==> src/rtl/irq_gather_pkg.sv <==
package irq_gather_pkg;
  localparam int unsigned REG_ADDR_W = 6;
  localparam logic [REG_ADDR_W-1:0] OFF_PEND = 6'h00;
  localparam logic [REG_ADDR_W-1:0] OFF_SET  = 6'h08;
  localparam logic [REG_ADDR_W-1:0] OFF_MASK = 6'h10;
  localparam logic [REG_ADDR_W-1:0] OFF_CTRL = 6'h28;
  localparam int unsigned CTRL_EDGE_BIT = 3;
  localparam int unsigned CTRL_MSI_BIT  = 5;
  localparam int unsigned SYNC_STAGES   = 2;
endpackage

==> src/rtl/irq_rst_sync.sv <==
module irq_rst_sync (
  input  logic clk,
  input  logic rst_n,
  output logic rst_sync_n
);
  logic stage_q;

  always_ff @(posedge clk or negedge rst_n) begin
    if (!rst_n) begin
      stage_q    <= 1'b0;
      rst_sync_n <= 1'b0;
    end else begin
      stage_q    <= 1'b1;
      rst_sync_n <= stage_q;
    end
  end
endmodule

==> src/rtl/irq_src_sync.sv <==
module irq_src_sync #(
  parameter int unsigned N_SRC  = 32,
  parameter int unsigned STAGES = 2
) (
  input  logic             clk,
  input  logic             rst_n,
  input  logic [N_SRC-1:0] src_i,
  output logic [N_SRC-1:0] lvl_o,
  output logic [N_SRC-1:0] rise_o
);
  localparam int unsigned LAST = STAGES - 1;

  for (genvar g = 0; g < N_SRC; g++) begin : g_line
    logic [STAGES-1:0] chain_q, chain_d;
    logic              prev_q;

    always_comb begin
      chain_d = {chain_q[STAGES-2:0], src_i[g]};
    end

    always_ff @(posedge clk or negedge rst_n) begin
      if (!rst_n) begin
        chain_q <= '0;
        prev_q  <= 1'b0;
      end else begin
        chain_q <= chain_d;
        prev_q  <= chain_q[LAST];
      end
    end

    assign lvl_o[g]  = chain_q[LAST];
    assign rise_o[g] = chain_q[LAST] & ~prev_q;
  end
endmodule

==> src/rtl/irq_cause_bank.sv <==
module irq_cause_bank #(
  parameter int unsigned N_SRC = 32
) (
  input  logic             clk,
  input  logic             rst_n,
  input  logic             edge_mode,
  input  logic [N_SRC-1:0] lvl_i,
  input  logic [N_SRC-1:0] rise_i,
  input  logic             clr_we,
  input  logic             set_we,
  input  logic [N_SRC-1:0] wdata,
  output logic [N_SRC-1:0] pend_o
);
  logic [N_SRC-1:0] pend_q, pend_d, hw_set, clr_bits, sw_bits;

  always_comb begin
    hw_set   = edge_mode ? rise_i : lvl_i;
    clr_bits = clr_we ? ~wdata : '0;
    sw_bits  = set_we ? wdata : '0;
    pend_d   = (pend_q & ~clr_bits) | sw_bits | hw_set;
  end

  always_ff @(posedge clk or negedge rst_n) begin
    if (!rst_n) pend_q <= '0;
    else        pend_q <= pend_d;
  end

  assign pend_o = pend_q;

  // bits written 0 with no hardware set are low afterwards
  a_r5_clear_takes: assert property (@(posedge clk) disable iff (!rst_n)
    clr_we |=> ((pend_q & ~$past(wdata | lvl_i | rise_i)) == '0));
  // without a clear write no pending bit ever falls
  a_r5_sticky: assert property (@(posedge clk) disable iff (!rst_n)
    !clr_we |=> ((pend_q & $past(pend_q)) == $past(pend_q)));
  // set register bits show in pending
  a_r6_set: assert property (@(posedge clk) disable iff (!rst_n)
    set_we |=> ((pend_q & $past(wdata)) == $past(wdata)));
  // level mode records every high synchronised line
  a_r4_level: assert property (@(posedge clk) disable iff (!rst_n)
    !edge_mode |=> ((pend_q & $past(lvl_i)) == $past(lvl_i)));
  // edge mode records every rising synchronised line
  a_r3_edge: assert property (@(posedge clk) disable iff (!rst_n)
    edge_mode |=> ((pend_q & $past(rise_i)) == $past(rise_i)));
endmodule

==> src/rtl/irq_gather_ctrl.sv <==
module irq_gather_ctrl
  import irq_gather_pkg::*;
#(
  parameter int unsigned N_SRC = 32
) (
  input  logic                  clk,
  input  logic                  rst_n,
  input  logic [N_SRC-1:0]      src_i,
  input  logic                  wr_en,
  input  logic                  rd_en,
  input  logic [REG_ADDR_W-1:0] addr,
  input  logic [N_SRC-1:0]      wdata,
  output logic [N_SRC-1:0]      rdata,
  output logic                  irq_o
);
  logic             rst_i_n;
  logic [N_SRC-1:0] lvl, rise, pend;
  logic [N_SRC-1:0] mask_q, mask_d, rdata_d;
  logic             edge_q, edge_d, msi_q, msi_d, irq_d;
  logic             hit_pend, hit_set, hit_mask, hit_ctrl;

  irq_rst_sync u_rst (
    .clk(clk), .rst_n(rst_n), .rst_sync_n(rst_i_n)
  );

  irq_src_sync #(.N_SRC(N_SRC), .STAGES(SYNC_STAGES)) u_sync (
    .clk(clk), .rst_n(rst_i_n), .src_i(src_i), .lvl_o(lvl), .rise_o(rise)
  );

  always_comb begin
    hit_pend = addr == OFF_PEND;
    hit_set  = addr == OFF_SET;
    hit_mask = addr == OFF_MASK;
    hit_ctrl = addr == OFF_CTRL;
  end

  irq_cause_bank #(.N_SRC(N_SRC)) u_bank (
    .clk(clk), .rst_n(rst_i_n), .edge_mode(edge_q),
    .lvl_i(lvl), .rise_i(rise),
    .clr_we(wr_en && hit_pend), .set_we(wr_en && hit_set),
    .wdata(wdata), .pend_o(pend)
  );

  always_comb begin
    mask_d = (wr_en && hit_mask) ? wdata : mask_q;
    edge_d = (wr_en && hit_ctrl) ? wdata[CTRL_EDGE_BIT] : edge_q;
    msi_d  = (wr_en && hit_ctrl) ? wdata[CTRL_MSI_BIT]  : msi_q;
    irq_d  = |(pend & ~mask_q);
    rdata_d = '0;
    if (hit_pend) rdata_d = pend;
    if (hit_mask) rdata_d = mask_q;
    if (hit_ctrl) begin
      rdata_d[CTRL_EDGE_BIT] = edge_q;
      rdata_d[CTRL_MSI_BIT]  = msi_q;
    end
  end

  always_ff @(posedge clk or negedge rst_i_n) begin
    if (!rst_i_n) begin
      mask_q <= '1;
      edge_q <= 1'b0;
      msi_q  <= 1'b0;
      irq_o  <= 1'b0;
      rdata  <= '0;
    end else begin
      mask_q <= mask_d;
      edge_q <= edge_d;
      msi_q  <= msi_d;
      irq_o  <= irq_d;
      if (rd_en) rdata <= rdata_d;
    end
  end

  // all lines masked for two cycles keeps the output low
  a_r7_masked_quiet: assert property (@(posedge clk) disable iff (!rst_i_n)
    (&mask_q && $past(&mask_q)) |-> !irq_o);
  // nothing pending for two cycles keeps the output low
  a_r7_idle_quiet: assert property (@(posedge clk) disable iff (!rst_i_n)
    (pend == '0 && $past(pend == '0)) |-> !irq_o);
  // read data holds between reads
  a_r10_rdata_hold: assert property (@(posedge clk) disable iff (!rst_i_n)
    !rd_en |=> $stable(rdata));
  // a read of the set register returns zero
  a_r1_set_reads_zero: assert property (@(posedge clk) disable iff (!rst_i_n)
    (rd_en && hit_set) |=> (rdata == '0));
endmodule

==> config.mk <==
export PLATFORM = sky130hd
export DESIGN_NAME = irq_gather_ctrl
export DESIGN_NICKNAME = d
export VERILOG_FILES = /design/src/rtl/irq_gather_pkg.sv /design/src/rtl/irq_rst_sync.sv /design/src/rtl/irq_src_sync.sv /design/src/rtl/irq_cause_bank.sv /design/src/rtl/irq_gather_ctrl.sv
export SDC_FILE = /design/constraint.sdc
export NUM_CORES = 1
export LEC_CHECK = 0
export BUFFER_PORTS_ARGS = -buffer_cell sky130_fd_sc_hd__buf_2
export CORE_ASPECT_RATIO = 0.5
export CORE_UTILIZATION = 48
export CTS_BUF_LIST = sky130_fd_sc_hd__clkbuf_8
export DETAILED_ROUTE_END_ITERATION = 8
export PLACE_DENSITY = 0.69
export SETUP_SLACK_MARGIN = 0.1
export SLEW_MARGIN = 10
export SYNTH_ARGS = -nofsm -noshare
export SYNTH_HDL_FRONTEND = slang
export SYNTH_SLANG_ARGS = --single-unit
==> constraint.sdc <==
create_clock -name clk -period 14.45 [get_ports clk]
set_clock_uncertainty 0.15 [all_clocks]
set_input_delay 0.7225 -clock clk [delete_from_list [all_inputs] [get_ports clk]]
set_output_delay 0.7225 -clock clk [all_outputs]
set_load 0.01 [all_outputs]
==> flow_metrics.env <==
export IMPL_status="finished clean"
export IMPL_htreeDepth=4
export IMPL_grt_max_degree=84
export IMPL_remaining_drc_errors=0
export IMPL_grt_pass1_wl_microns=25300
export IMPL_ys_types=28
export IMPL_syn_avg_cell_area_sq_um=11.5
export IMPL_hold_path_class="input pin to register"
export IMPL_p_per_area_nw_per_um2=122
export IMPL_max_freq_mhz=368
export IMPL_cts_sinks=197
export IMPL_cts_root_buf="clkbuf_8"
export IMPL_arrival_ns=3.10
export IMPL_ys_ff_latch=197
export IMPL_drtIter0Drc=316
export IMPL_crit_fanout=83
export IMPL_drive_gt1_frac=0.281
export IMPL_grt_pass1_vias=4840
export IMPL_cts_hold_buffers=1
export IMPL_cts_tree="done"
export IMPL_gp_congestion=0.775
export IMPL_worst_slew_pin_transition_ns=1.10
export IMPL_final_cell_mix="dfrtp_1, nand2_1, buf_2, inv_1, o21ai_0"
export IMPL_vias_per_cell=4.96
export IMPL_p_leak_nw=4.03
export IMPL_vias=4744
export IMPL_grt_usage=0.209
export IMPL_mostFrequentLayoutCell="dfrtp_1"
export IMPL_stdcell_count=956
export IMPL_port_buffers=106
export IMPL_wl_per_cell_microns=15.9
export IMPL_period_minus_slack_ns=2.72
export IMPL_path_class="register to async pin"
export IMPL_rows=31
export IMPL_cts_max_path_buffers=2
export IMPL_start_kind="register"
export IMPL_grt_ovfl_total=0
export IMPL_cts_made_buffers=17
export IMPL_p_total_mw=1.03
export IMPL_worstReg2RegStart="u_rst.rst_sync_n$_DFF_PN0_"
export IMPL_ant_nets=0
export IMPL_n_fill_cell=1253
export IMPL_die_area_sq_um=15900
export IMPL_rsz0062_at_grt="no"
export IMPL_endpoint_kind="async pin"
export IMPL_required_ns=14.83
export IMPL_yosysSeqAreaShare=0.672
export IMPL_cts_resized=0
export IMPL_path_cells="buf_4 > buf_4"
export IMPL_setup_viol=0
export IMPL_antenna_found_initial=1
export IMPL_drtPass1Iterations=5
export IMPL_relSlewSlack=0.267
export IMPL_timing_critical_path_from="u_rst.rst_sync_n$_DFF_PN0_"
export IMPL_crit_top_cell="buf_4"
export IMPL_die_h_microns=89.8
export IMPL_maxCapViolCount=0
export IMPL_slowest_delay_ns=1.11
export IMPL_area_growth_syn_to_layout_pct=14.3
export IMPL_clk_pin_slew_ns=0.12
export IMPL_synthesis_nets=718
export IMPL_slowest_stage="dfrtp_4"
export IMPL_ir_worst_vdd_v=0.0000762
export IMPL_hold_viol=0
export IMPL_finalSetupTns_ns=0
export IMPL_core_sq_um=14700
export IMPL_dp_final_hpwl_microns=10200
export IMPL_post_cts_buffers=0
export IMPL_fp_dieW_microns=178
export IMPL_maxSlewViolCount=0
export IMPL_start_util=0.502
export IMPL_io_pins=107
export IMPL_final_nets=818
export IMPL_fin_crit_sh=0.188
export IMPL_min_from="src_i[4]"
export IMPL_clk_latency_ns=0.47
export IMPL_yosys_warnings=0
export IMPL_synthCells=644
export IMPL_wl_microns=15200
export IMPL_place_inst=922
export IMPL_syn_area_sq_um=7390
## final cells by class
cell class,count,area (sq um),share of cell area
Multi-Input combinational cell,353,2010,0.238
Clock buffer,17,234,0.0277
Clock inverter,15,164,0.0194
Sequential cell,197,4970,0.589
Antenna cell,1,2.50,0.000296
Timing Repair Buffer,113,586,0.0693
Inverter,62,233,0.0275
Tap cell,198,248,0.0293
## cell families (layout without fill, tap and decap cells)
logic type / count (synthesis) / after routing / share of synthesized area
AO/OA/AOI/OAI: 143 / 143 / 0.106
buffers and inverters: 94 / 207 / 0.0560
flip-flops: 197 / 197 / 0.672
multiplexers: 37 / 37 / 0.0712
other: 1 / 2 / 0.000507
AND/OR/NAND/NOR: 172 / 172 / 0.0946
## final timing paths
path                                                          to  cells after the start  slack, ns
setup / recovery                     u_bank.pend_o[21]$_DFF_PN0_                      2      11.73
hold / removal             u_sync.g_line[4].chain_q[0]$_DFF_PN0_                      1       0.20
setup reg to reg                     u_bank.pend_o[21]$_DFF_PN0_                      2      11.73
hold reg to reg            u_sync.g_line[8].chain_q[1]$_DFF_PN0_                      0       0.21
max in group clk                           mask_q[0]$_DFFE_PN1P_                      4      11.84
min in group asynchronous  u_sync.g_line[3].chain_q[0]$_DFF_PN0_                      0       0.37
## metrics by stage
stage          area, sq um  hold slack, ns  setup slack, ns  utilization
2_1_floorplan         7390           0.181             8.46            -
3_3_place_gp          8040           0.184            11.40        0.546
3_5_place_dp          8040           0.185            11.37        0.546
4_1_cts               8450           0.167            11.57        0.573
5_1_grt               8450           0.155            11.24        0.573
6_report              8450           0.195            11.73        0.573
## critical path: cells and delay by family (launching register included)
kind	cells	cell delay, ns
buffers and inverters	2	1.41
DFF	1	1.11
## state kept, by name (all words and copies together), names as in the netlist
name,count
msi_q,1
u_sync.g_line.chain_q,64
u_bank.pend_o,32
edge_q,1
rdata,32
u_rst.rst_sync_n,1
irq_o,1
u_sync.g_line.prev_q,32
u_rst.stage_q,1
mask_q,32
## power by group
part / total [mW] / internal (mW) / switching (mW) / leakage [nW]
clock network: 0.346 / 0.131 / 0.215 / 0.204
registers: 0.613 / 0.589 / 0.0238 / 2.23
logic: 0.0729 / 0.0354 / 0.0375 / 1.59
## synth_stat cells
| cell type | instances | area [sq um] |
|---|---|---|
| and3_1 | 1 | 6.26 |
| clkbuf_1 | 18 | 67.6 |
| dfstp_2 | 32 | 841 |
| nor3b_1 | 1 | 7.51 |
| nor2_1 | 33 | 124 |
| mux2_4 | 30 | 450 |
| nor2_8 | 1 | 20.0 |
| buf_6 | 1 | 11.3 |
| nand4_1 | 1 | 6.26 |
| mux2_2 | 5 | 56.3 |
| o2bb2ai_1 | 1 | 8.76 |
| nand2b_1 | 1 | 6.26 |
| inv_1 | 62 | 233 |
| mux2i_1 | 2 | 20.0 |
| a2bb2oi_1 | 1 | 8.76 |
| nand2_1 | 127 | 477 |
| conb_1 | 1 | 3.75 |
| buf_2 | 4 | 20.0 |
| o22ai_1 | 46 | 288 |
| buf_12 | 3 | 60.1 |
| nor3_1 | 1 | 5.00 |
| and4b_1 | 1 | 10.0 |
| a21oi_1 | 33 | 165 |
| o21ai_0 | 62 | 310 |
| nor4_2 | 1 | 12.5 |
| nor4_1 | 4 | 25.0 |
| dfrtp_1 | 165 | 4130 |
| buf_1 | 6 | 22.5 |
## layer usage
metal | global-route usage | share of wire | up-vias
met3 | 0.0525 | 0.055 | 19
met4 | 0.0662 | 0.013 | 2
met1 | 0.321 | 0.51 | 2276
li1 | - | - | 2326
met5 | 0 | 0.00066 | -
met2 | 0.287 | 0.42 | 121
Power figures use the tool's default switching activity.
